`config.mk`:
```
export PLATFORM = sky130hd
export DESIGN_NAME = awt_xlate
export DESIGN_NICKNAME = d
export VERILOG_FILES = /design/src/rtl/awt_pkg.sv /design/src/rtl/awt_regs.sv /design/src/rtl/awt_mem_win.sv /design/src/rtl/awt_io_win.sv /design/src/rtl/awt_xlate.sv
export SDC_FILE = /design/constraint.sdc
export NUM_CORES = 1
export LEC_CHECK = 0
export BUFFER_PORTS_ARGS = -buffer_cell sky130_fd_sc_hd__buf_2
export CAP_MARGIN = 0
export CORE_MARGIN = 1.5
export CORE_UTILIZATION = 30
export DETAILED_ROUTE_END_ITERATION = 8
export PLACE_DENSITY = 0.5
export SLEW_MARGIN = 30
export SYNTH_ARGS = -nofsm -noshare
export SYNTH_HDL_FRONTEND = slang
export SYNTH_SLANG_ARGS = --single-unit
```
`constraint.sdc`:
```
create_clock -name clk -period 5.59 [get_ports clk]
set_input_delay 0.8385 -clock clk [delete_from_list [all_inputs] [get_ports clk]]
set_output_delay 0.8385 -clock clk [all_outputs]
set_load 0.03 [all_outputs]
```
`src/rtl/awt_pkg.sv`:
```
package awt_pkg;
  localparam int ADDR_W        = 32;
  localparam int PAGE_LSB      = 20;
  localparam int MAX_SIZE_CODE = 11;
  localparam int IO_LSB        = 24;
  localparam int PAGE_W        = ADDR_W - PAGE_LSB;
  localparam int IO_W          = ADDR_W - IO_LSB;
  localparam int SH_W          = $clog2(ADDR_W);

  typedef enum logic [2:0] {
    CT_IACK    = 3'd0,
    CT_IO      = 3'd1,
    CT_MEM     = 3'd3,
    CT_CFG     = 3'd5,
    CT_MEMMULT = 3'd6
  } cyc_type_e;

  typedef struct packed {
    logic [PAGE_W-1:0] start;
    logic [3:0]        size_code;
    logic              en;
  } mem_base_t;

  typedef struct packed {
    logic [PAGE_W-1:0] page;
    logic [2:0]        ctype;
    logic              adlow;
  } mem_map_t;

  typedef struct packed {
    logic [IO_W-1:0] start;
    logic            en;
  } io_base_t;

  typedef struct packed {
    logic [IO_W-1:0] page;
  } io_map_t;

  typedef struct packed {
    logic              hit;
    logic [ADDR_W-1:0] addr;
    logic [2:0]        ctype;
    logic              adlow;
  } xl_t;
endpackage

```
`src/rtl/awt_regs.sv`:
```
module awt_regs
  import awt_pkg::*;
#(
  parameter int NUM_MEM_WIN = 2,
  parameter int DATA_W      = 32,
  localparam int SEL_W      = $clog2(2 * (NUM_MEM_WIN + 1))
) (
  input  logic              clk,
  input  logic              rst_n,
  input  logic              cfg_we,
  input  logic [SEL_W-1:0]  cfg_sel,
  input  logic [DATA_W-1:0] cfg_wdata,
  output mem_base_t         mem_base [NUM_MEM_WIN],
  output mem_map_t          mem_map  [NUM_MEM_WIN],
  output io_base_t          io_base,
  output io_map_t           io_map
);
  localparam int IO_SEL = 2 * NUM_MEM_WIN;

  logic unused_wdata;
  assign unused_wdata = ^cfg_wdata[PAGE_LSB-1:16];

  for (genvar w = 0; w < NUM_MEM_WIN; w++) begin : g_mem
    always_ff @(posedge clk or negedge rst_n) begin
      if (!rst_n) begin
        mem_base[w] <= '0;
        mem_map[w]  <= '0;
      end else if (cfg_we) begin
        if (cfg_sel == SEL_W'(2 * w)) begin
          mem_base[w].start     <= cfg_wdata[ADDR_W-1:PAGE_LSB];
          mem_base[w].size_code <= cfg_wdata[7:4];
          mem_base[w].en        <= cfg_wdata[0];
        end
        if (cfg_sel == SEL_W'(2 * w + 1)) begin
          mem_map[w] <= cfg_wdata[15:0];
        end
      end
    end
  end

  always_ff @(posedge clk or negedge rst_n) begin
    if (!rst_n) begin
      io_base <= '0;
      io_map  <= '0;
    end else if (cfg_we) begin
      if (cfg_sel == SEL_W'(IO_SEL)) begin
        io_base.start <= cfg_wdata[15:8];
        io_base.en    <= cfg_wdata[0];
      end
      if (cfg_sel == SEL_W'(IO_SEL + 1)) begin
        io_map.page <= cfg_wdata[15:8];
      end
    end
  end
endmodule

```
`src/rtl/awt_mem_win.sv`:
```
module awt_mem_win
  import awt_pkg::*;
(
  input  mem_base_t         base,
  input  mem_map_t          map,
  input  logic [ADDR_W-1:0] addr,
  output xl_t               res
);
  logic [3:0]        code;
  logic [SH_W-1:0]   sh;
  logic [ADDR_W-1:0] hi_mask;
  logic [ADDR_W-1:0] start_full;
  logic [ADDR_W-1:0] page_full;
  logic              match;

  always_comb begin
    code       = (base.size_code > 4'(MAX_SIZE_CODE)) ? 4'(MAX_SIZE_CODE) : base.size_code;
    sh         = SH_W'(PAGE_LSB) + SH_W'(code);
    hi_mask    = {ADDR_W{1'b1}} << sh;
    start_full = {base.start, {PAGE_LSB{1'b0}}};
    page_full  = {map.page,   {PAGE_LSB{1'b0}}};
    match      = base.en && (((addr ^ start_full) & hi_mask) == '0);
    res        = '0;
    if (match) begin
      res.hit   = 1'b1;
      res.addr  = (page_full & hi_mask) | (addr & ~hi_mask);
      res.ctype = map.ctype;
      res.adlow = map.adlow;
    end
  end
endmodule

```
`src/rtl/awt_io_win.sv`:
```
module awt_io_win
  import awt_pkg::*;
(
  input  io_base_t          base,
  input  io_map_t           map,
  input  logic [ADDR_W-1:0] addr,
  output xl_t               res
);
  always_comb begin
    res = '0;
    if (base.en && addr[ADDR_W-1:IO_LSB] == base.start) begin
      res.hit   = 1'b1;
      res.addr  = {map.page, addr[IO_LSB-1:0]};
      res.ctype = CT_IO;
      res.adlow = 1'b0;
    end
  end
endmodule

```
`src/rtl/awt_xlate.sv`:
```
module awt_xlate
  import awt_pkg::*;
#(
  parameter int NUM_MEM_WIN = 2,
  parameter int DATA_W      = 32,
  localparam int NUM_WIN    = NUM_MEM_WIN + 1,
  localparam int SEL_W      = $clog2(2 * NUM_WIN)
) (
  input  logic              clk,
  input  logic              rst_n,
  input  logic              cfg_we,
  input  logic [SEL_W-1:0]  cfg_sel,
  input  logic [DATA_W-1:0] cfg_wdata,
  input  logic              req_valid,
  output logic              req_ready,
  input  logic [ADDR_W-1:0] req_addr,
  output logic              rsp_valid,
  input  logic              rsp_ready,
  output logic [ADDR_W-1:0] rsp_addr,
  output logic              rsp_hit,
  output logic [2:0]        rsp_ctype,
  output logic              rsp_adlow
);
  mem_base_t mem_base [NUM_MEM_WIN];
  mem_map_t  mem_map  [NUM_MEM_WIN];
  io_base_t  io_base;
  io_map_t   io_map;
  xl_t       cand [NUM_WIN];
  xl_t       win_res;
  xl_t       res_q;

  awt_regs #(.NUM_MEM_WIN(NUM_MEM_WIN), .DATA_W(DATA_W)) u_regs (
    .clk(clk), .rst_n(rst_n), .cfg_we(cfg_we), .cfg_sel(cfg_sel),
    .cfg_wdata(cfg_wdata), .mem_base(mem_base), .mem_map(mem_map),
    .io_base(io_base), .io_map(io_map)
  );

  for (genvar w = 0; w < NUM_MEM_WIN; w++) begin : g_win
    awt_mem_win u_win (
      .base(mem_base[w]), .map(mem_map[w]), .addr(req_addr), .res(cand[w])
    );
  end

  awt_io_win u_io (
    .base(io_base), .map(io_map), .addr(req_addr), .res(cand[NUM_MEM_WIN])
  );

  // Scan from the highest index down so the lowest matching window is kept.
  always_comb begin
    win_res = '0;
    for (int w = NUM_WIN - 1; w >= 0; w--) begin
      if (cand[w].hit) win_res = cand[w];
    end
  end

  assign req_ready = !rsp_valid || rsp_ready;

  always_ff @(posedge clk or negedge rst_n) begin
    if (!rst_n) begin
      rsp_valid <= 1'b0;
      res_q     <= '0;
    end else if (req_valid && req_ready) begin
      rsp_valid <= 1'b1;
      res_q     <= win_res;
    end else if (rsp_ready) begin
      rsp_valid <= 1'b0;
    end
  end

  assign rsp_addr  = res_q.addr;
  assign rsp_hit   = res_q.hit;
  assign rsp_ctype = res_q.ctype;
  assign rsp_adlow = res_q.adlow;
endmodule

```
**Word-level counts from Yosys, hierarchy flattened**

Cells that the tools add are included.

- Output and inout port bits: 39
- Register bits: 121

- Shift-type cells: 2
- Magnitude comparators: 2
- Reductions and logical operators: 16
- Bitwise logic cells: 12
- Eq/ne operators: 6
- Multiplexer cells: 10
- $add $sub $neg: 2

Operator list:

| cell | number |
|---|---|
| $mux 37 | 6 |
| $and 32x32->32 | 6 |
| $logic_not 32->1 | 2 |
| $not 32->32 | 2 |
| $or 32x32->32 | 2 |
| $shl 32x5->32 const A | 2 |
| $xor 32x32->32 | 2 |
| $reduce_and 2->1 | 6 |
| $add 5x4->5 const A | 2 |
| $eq 8x8->1 | 1 |
| $gt 4x4->1 const B | 2 |
| $mux 4 | 2 |
| $eq 3x2->1 const B | 2 |
| $eq 3x3->1 const B | 2 |
| $logic_and 1x1->1 | 4 |
| $eq 3x1->1 const B | 1 |
| $logic_not 3->1 | 1 |
| $mux 1 | 2 |
| $reduce_bool 2->1 | 1 |
| $logic_not 1->1 | 1 |
| $logic_or 1x1->1 | 1 |

**Longest topological paths before layout**

Gate-level depths: netlist of run 1.

- Depth after elaboration: 10
- Gate-level depth with buffers: 9
- Gate-level depth less buffers: 7

**Modules after synthesis**

From an unflattened synthesis of run 1, not the netlist that was laid out.

- Cells, all modules: 730
- Area, all modules: 8336.7 µm²

Modules (own cells, without submodules):

| module | instances | area an instance (µm²) | cells each | seq. area each (µm²) |
|---|---|---|---|---|
| awt_regs | 1 | 3146.8 | 180 | 2077.0 |
| awt_xlate | 1 | 2408.6 | 217 | 950.9 |
| awt_mem_win | 2 | 1023.5 | 121 | 0.0 |
| awt_io_win | 1 | 734.5 | 91 | 0.0 |

**Worst setup path after synthesis of run 1**

Ideal clock, no wire load.

- Path type: input to register
- Start point: in req_addr[26]
- End point: reg res_q, in the netlist rsp_addr[23]
- Buffers on the path: 2
- Path slack: 3.169 ns
- Stages on the path: 9
- Data arrival time: 2.355 ns
- Cells stage by stage: buf_6 -> xor2_1 -> a22o_1 -> a221oi_2 -> and2_4 -> buf_12 -> mux2_4 -> nand4b_1 -> a22o_1

- Word-level cells in the longest chain between the ends: 7
- Elaborated cells between the ends (all ways): 16
- Classes of those cells: 1 x eq/ne; 6 x mux; 4 x bitwise; 5 x reduce/logical

Ends and longest elaborated chain:

| item | line | RTL |
|---|---|---|
| from (decl) | awt_xlate.sv:16 | `input logic [ADDR_W-1:0] req_addr,` |
| $xor 32x32->32 | awt_mem_win.sv:22 | `match = base.en && (((addr ^ start_full) & hi_mask) == '0);` |
| $and 32x32->32 | awt_mem_win.sv:22 |  |
| $logic_not 32->1 | awt_mem_win.sv:22 |  |
| $logic_and 1x1->1 | awt_mem_win.sv:22 |  |
| $mux 37 | awt_mem_win.sv:24 | `if (match) begin` |
| $mux 37 | awt_xlate.sv:52 | `if (cand[w].hit) win_res = cand[w];` |
| $mux 37 (*) | awt_xlate.sv:52 |  |
| to (signal assigned) | awt_xlate.sv:64 | `res_q <= win_res;` |
| to (decl) | awt_xlate.sv:30 | `xl_t res_q;` |

Every way passes the cells marked *; elsewhere a longest branch is shown, timed or not.
A chain may end at the register's enable or synchronous reset.

**Worst setup path in the final report of run 1**

- Start point: reg, netlist name u_regs.mem_base[21]
- End point: reg res_q, in the netlist rsp_addr[28]

- Word-level cells in the longest chain between the ends: 9
- Elaborated cells between the ends (all ways): 13
- Classes of those cells: 1 x add/sub; 1 x order compare; 1 x shift; 3 x mux; 5 x bitwise; 2 x reduce/logical

Ends and longest elaborated chain:

| item | line | RTL |
|---|---|---|
| $gt 4x4->1 | awt_mem_win.sv:17 | `code = (base.size_code > 4'(MAX_SIZE_CODE)) ? 4'(MAX_SIZE_CODE) : base.size_code;` |
| $mux 4 (*) | awt_mem_win.sv:17 |  |
| $add 5x4->5 (*) | awt_mem_win.sv:18 | `sh = SH_W'(PAGE_LSB) + SH_W'(code);` |
| $shl 32x5->32 (*) | awt_mem_win.sv:19 | `hi_mask = {ADDR_W{1'b1}} << sh;` |
| $and 32x32->32 / $not 32->32 (equally long branches) | awt_mem_win.sv:22, awt_mem_win.sv:26 |  |
| $logic_not 32->1 / $and 32x32->32 (equally long branches) | awt_mem_win.sv:22, awt_mem_win.sv:26 |  |
| $logic_and 1x1->1 / $or 32x32->32 (equally long branches) | awt_mem_win.sv:22, awt_mem_win.sv:26 |  |
| $mux 37 (*) | awt_mem_win.sv:24 |  |
| $mux 37 (*) | awt_xlate.sv:52 |  |

Marks and branches as above.

==> impl_metrics.toml, run 1 <==
[critical_path]
startpoint = "u_regs.mem_base[21]$_DFFE_PN0P_"
worstSetupStartpointType = "flop"
cpPeakStageDelay_ns = 0.76
reg2reg_depth = 7
crit_chain = "or3_1 > nor2_1 > a221oi_1 > o2111a_1 > buf_4 > nand2b_1 > o21ai_0"
endpoint_kind = "flop"
criticalPathCategory = "reg2reg"
reg2reg_to = "rsp_addr[28]$_DFFE_PN0P_"
r2r_slack_ns = 2.67
cp.required_ns = 5.86
crit_arrival_ns = 3.19
slowest_stage = "dfrtp_1"
crit_fanout = 20
r2r_start = "u_regs.mem_base[21]$_DFFE_PN0P_"
cp-endpoint = "rsp_addr[28]$_DFFE_PN0P_"

[clock_tree]
cts_resized = 0
htree_levels = 4
root_buffer = "clkbuf_16"
cts_buffers = 17
path_clk_slew_ns = 0.06
clkSinkCount = 121
ctsHoldBuffers = 0
post-cts-setup-buffer-count = 0
clk_path_buf_depth = 2
cts_tree = "built"
clk_latency_ns = 0.42

[synthesis]
yosys-top-cells-area = "dfrtp_1 51%, mux2_2 16%, nand2_1 3.8%"
synth_area_leader_cell = "dfrtp_1"
synth_area_um2 = 5900
syn_nets = 587
seq_area_frac_synth = 0.513
synth_ff_type = "dfrtp_1"
synth_enable_flop_cells = 0
synth.avg_cell_area_um2 = 11.5
yosysUniqueCellTypes = 53
ys_seq_elements = 121
yosysWarnings = 0
synth_top_area_share = 0.513
async_flop_share = 1.00
syn_inst = 515

[die]
row_count = 51
die_w_um = 143
pin_count = 111
start_util = 0.304
core_area_um2 = 19400
die_h_um = 143
die-area_um2 = 20500

[global_routing]
grt_pass1_wl_um = 24800
antenna_found_initial = 0
grt_max_degree = 68
overflow = 0
track_usage = 0.162
grt_pass1_vias = 4480

[finish]
nFillCells = 1971
layout_commonest_cell = "dfrtp_1"
fin_nets = 684
drive_gt1_frac = 0.390
syn_to_final_growth_pct = 23.4
num_antenna_cells = 0
final_cells = 890
regArea_um2 = 3030
multi_input_area_um2 = 2670
final_cell_mix = "121 x dfrtp_1, 105 x buf_2, 83 x mux2_2"

[sta]
hold_viol_final = 0
finalSetupViolations = 0
min_period_over_period = 0.522
tns_ns = 0
fmax_mhz = 343
fin_worst_skew_ns = 0.00781
worst_pin_slew_ns = 0.855
whs_ns = 0.395
layout_min_cycle_time_ns = 2.92
rsz0062_at_grt = "no"
slew_violations = 0
relSlewSlack = 0.428

[route]
routedWlPerCell_um = 17.8
wirelength_um = 15900
ant_nets = 0
drtPass1Iterations = 4
vias = 4382
drc = 0
drt_iter0_markers = 229
vias_per_cell = 4.92

[status]
outcome = "finished clean"

[placement]
numPortBuffers = 106
dpl.hpwl_um = 11300
placedCellCount = 857
gp_congestion = 0.794

[power_and_ir_drop]
pwr_density_cell_nw_per_um2 = 396
peakVddDrop_mv = 0.240
leakage_nw = 3.24

[worst_hold_path]
min_path_type = "in2async"

[run]
cap_violations = 0
## worst max-delay path, delay by kind of cell (launching register included)
kind                   cells  cell delay (ns)
AOI/OAI and AO/OA          3             0.88
buffers and inverters      1             0.29
and+or+nand+nor            3             0.83
DFF                        1             0.76
## flip-flops by register name, indices dropped and copies added, names as in the netlist
name / flops
u_regs.mem_base: 34
rsp_ctype: 3
u_regs.io_map: 8
rsp_adlow: 1
rsp_addr: 32
rsp_hit: 1
rsp_valid: 1
u_regs.mem_map: 32
u_regs.io_base: 9
## cell type report
type,instances,share of cell area
sequential,121,0.416
multi-input combinational,356,0.367
timing repair buffer,116,0.0856
clock buffer,20,0.0627
tap,265,0.0455
clock inverter,12,0.0237
## stage by stage
step	instance area [µm²]	util	power, mW	worst slack (ns)
2_1_floorplan	5900	-	1.56	3.17
6_report	7280	0.375	2.88	2.67
3_3_place_gp	6610	0.341	1.71	2.42
3_5_place_dp	6630	0.342	1.73	2.39
5_1_grt	7280	0.375	3.02	2.47
4_1_cts	7260	0.374	2.90	2.72
## Yosys cell counts (all sizes together) (4+ instances only)
cell,count
xor2,10
a31oi,10
mux2i,17
nand4,4
a22oi,10
dfrtp,121
mux2,84
clkbuf,19
nor2,27
a221oi,9
nand2b,5
nor3,9
a21oi,8
nand2,60
nand3,5
o21ai,37
xnor2,22
buf,19
## metal layers
metal	part of all wire	wire, µm	GRT usage
met2	0.48	7650	0.266
met5	0	0	0
met3	0.054	862	0.0339
met1	0.45	7200	0.214
met4	0.010	161	0.0478
## power by group
part	total (mW)	switching (mW)	internal (mW)
Sequential	1.16	0.134	1.03
Clock	1.17	0.399	0.766
Combinational	0.553	0.294	0.259
## worst min-delay path by stage
stage          cells after the start                             end  slack (ns)
6_report                           1         rsp_addr[1]$_DFFE_PN0P_        0.40
3_5_place_dp                       2         rsp_addr[0]$_DFFE_PN0P_        0.47
5_1_grt                            1           rsp_valid$_DFFE_PN0P_        0.47
2_1_floorplan                      1  u_regs.mem_map[15]$_DFFE_PN0P_        0.47
3_3_place_gp                       2         rsp_addr[0]$_DFFE_PN0P_        0.46
4_1_cts                            2         rsp_addr[0]$_DFFE_PN0P_        0.48
## logic make-up (layout without fill, tap and decap cells)
logic type             Yosys count  count (layout)  share of synthesized area
AND/OR/NAND/NOR                128             128                      0.103
flip-flops                     121             121                      0.513
buffers and inverters           38             148                     0.0369
multiplexers                   101             101                      0.190
AO/OA/AOI/OAI                   95              95                      0.110
XOR/XNOR                        32              32                     0.0475
(Power assumes the default switching activity.)
==> run 2, diff against run 1 <==
PLACE_DENSITY = 0.52   (was 0.5)
clock period = 2.4 ns   (was 5.59 ns; I/O delays follow)
==> run 2 against run 1 <==
Sequential power up 130%. Combinational power grew to 2.7 times the previous value. Count of clock-buffer cells in the layout rose by 2. Non-clock buffer count increased by 29. Routed wire length grew 1.8%. Sequential share of layout area down 1.0 points. Clock skew grew 0.018 ns. Maximum frequency increased by 27%. Largest cell class unchanged. Worst hold slack lost 0.24 ns. Power grew 130%. Largest power group is now sequential cells.
==> impl_metrics.toml, run 2 (synthesis gave the netlist of run 1 again) <==
[critical_path]
worstSetupStartpointType = "flop"
crit_fanout = 21
cp_top_family = "simple AND/OR/NAND/NOR gates"
slowest_stage = "nor4_2"
crit_chain = "buf_4 > nor4_2 > a22o_1 > a221oi_2 > and2_4 > a211oi_4 > buf_12 > o21ai_0"
path_buf_inv = 2
crit_arrival_ns = 2.59
criticalPathCategory = "reg2reg"
endpoint_kind = "flop"
cpPeakStageDelay_ns = 0.46
cp.required_ns = 2.70

[sta]
finalSetupViolations = 0
tns_ns = 0
min_period_over_period = 0.957
worst_slack_ns = 0.102
fin_worst_skew_ns = 0.0260
slew_violations = 0
worst_pin_slew_ns = 0.615
layout_min_cycle_time_ns = 2.30
fmax_mhz = 435
hold_viol_final = 0
rsz0062_at_grt = "no"
relSlewSlack = 0.588

[finish]
layout_commonest_cell = "dfrtp_1"
drive_gt1_frac = 0.417
fin_nets = 713
syn_to_final_growth_pct = 26.7
nFillCells = 1979
largest-register = "u_regs.mem_base"
largest_register_ffs = 34
final_cell_mix = "118 x dfrtp_1, 105 x buf_2, 83 x mux2_2"

[placement]
numPortBuffers = 106
dpl.hpwl_um = 11700
place_ws_ns = 0.0312
gp_congestion = 0.818

[global_routing]
grt_max_degree = 79
antenna_found_initial = 0
grt_pass1_vias = 4581
grt_pass1_wl_um = 25400
overflow = 0
track_usage = 0.166

[clock_tree]
cts_tree = "built"
root_buffer = "clkbuf_16"
post-cts-setup-buffer-count = 0
htree_levels = 4
cts_buffers = 17
clk_latency_ns = 0.43
clk_path_buf_depth = 2
path_clk_slew_ns = 0.05
clkSinkCount = 121

[worst_hold_path]
min_path_type = "in2reg"

[route]
top_layer_used = "met4"
drt_iter0_markers = 249
ant_nets = 0
drc = 0
vias = 4474
vias_per_cell = 4.87
wl_met3_um = 802
met2_length_um = 7910
drtPass1Iterations = 4
routedWlPerCell_um = 17.6
wirelength_um = 16200
wl_met1_um = 7180

[die]
die-area_um2 = 20500
die_w_um = 143
pin_count = 111
core_area_um2 = 19400
start_util = 0.304
row_count = 51
die_h_um = 143

[power_and_ir_drop]
power_mw = 6.56
pwr_density_cell_nw_per_um2 = 878
leakage_nw = 3.35
peakVddDrop_mv = 0.439

[status]
outcome = "finished clean"

[run]
cap_violations = 0
-- run 2: cell count changes in the layout (fill, tap and decap cells not counted), moves of 2 or more --
cell and change:
dfrtp_1 -3, buf_6 -2, buf_12 +4, buf_4 +27
bufinv_16 -2, dfrtp_2 +3, clkbuf_1 +3, clkinv_4 -2
-- run 2: timing repair --
item | CTS | global route
hold endpoints to repair | 31 | 0
gates resized for setup | 0 | 6
hold buffers | 1 | 0
endpoints found under the setup margin | 0 | 37
-- run 2: routing by layer --
metal | vias up | global-route usage
met5 | - | 0
met2 | 123 | 0.272
met4 | 0 | 0.0666
li1 | 2092 | -
met1 | 2244 | 0.209
met3 | 15 | 0.0423
-- run 2: final timing paths --
path	cells after the start	startpoint	to	slack, ns
setup reg to reg	8	u_regs.mem_base[3]$_DFFE_PN0P_	rsp_addr[0]$_DFFE_PN0P_	0.10
max in group asynchronous	3	rst_n	u_regs.io_map[3]$_DFFE_PN0P_	1.17
hold / removal	2	req_valid	rsp_valid$_DFFE_PN0P_	0.15
min in group asynchronous	2	rst_n	u_regs.mem_base[22]$_DFFE_PN0P_	0.44
setup / recovery	8	u_regs.mem_base[3]$_DFFE_PN0P_	rsp_addr[0]$_DFFE_PN0P_	0.10
hold reg to reg	2	rsp_addr[13]$_DFFE_PN0P_	rsp_addr[13]$_DFFE_PN0P_	0.48
-- run 2: per-stage QoR --
| step | std cells | hold slack (ns) | util | area, µm² |
|---|---|---|---|---|
| 2_1_floorplan | 515 | 0.0644 | - | 5900 |
| 3_3_place_gp | 886 | 0.353 | 0.355 | 6890 |
| 3_5_place_dp | 886 | 0.351 | 0.355 | 6890 |
| 4_1_cts | 918 | 0.148 | 0.384 | 7450 |
| 5_1_grt | 918 | 0.164 | 0.385 | 7470 |
| 6_report | 919 | 0.153 | 0.385 | 7470 |
-- run 2: layout make-up --
| class | instances | area, µm² | area share |
|---|---|---|---|
| clock buffer | 22 | 454 | 0.0608 |
| antenna | 1 | 2.50 | 0.000335 |
| clock inverter | 9 | 100 | 0.0134 |
| timing repair buffer | 145 | 878 | 0.118 |
| sequential | 121 | 3030 | 0.406 |
| multi-input combinational | 356 | 2680 | 0.358 |
| tap | 265 | 332 | 0.0444 |
-- run 2: power by group --
part	switching [mW]	internal (mW)	total, mW
registers	0.260	2.40	2.66
clock network	0.872	1.53	2.41
logic	0.772	0.718	1.49
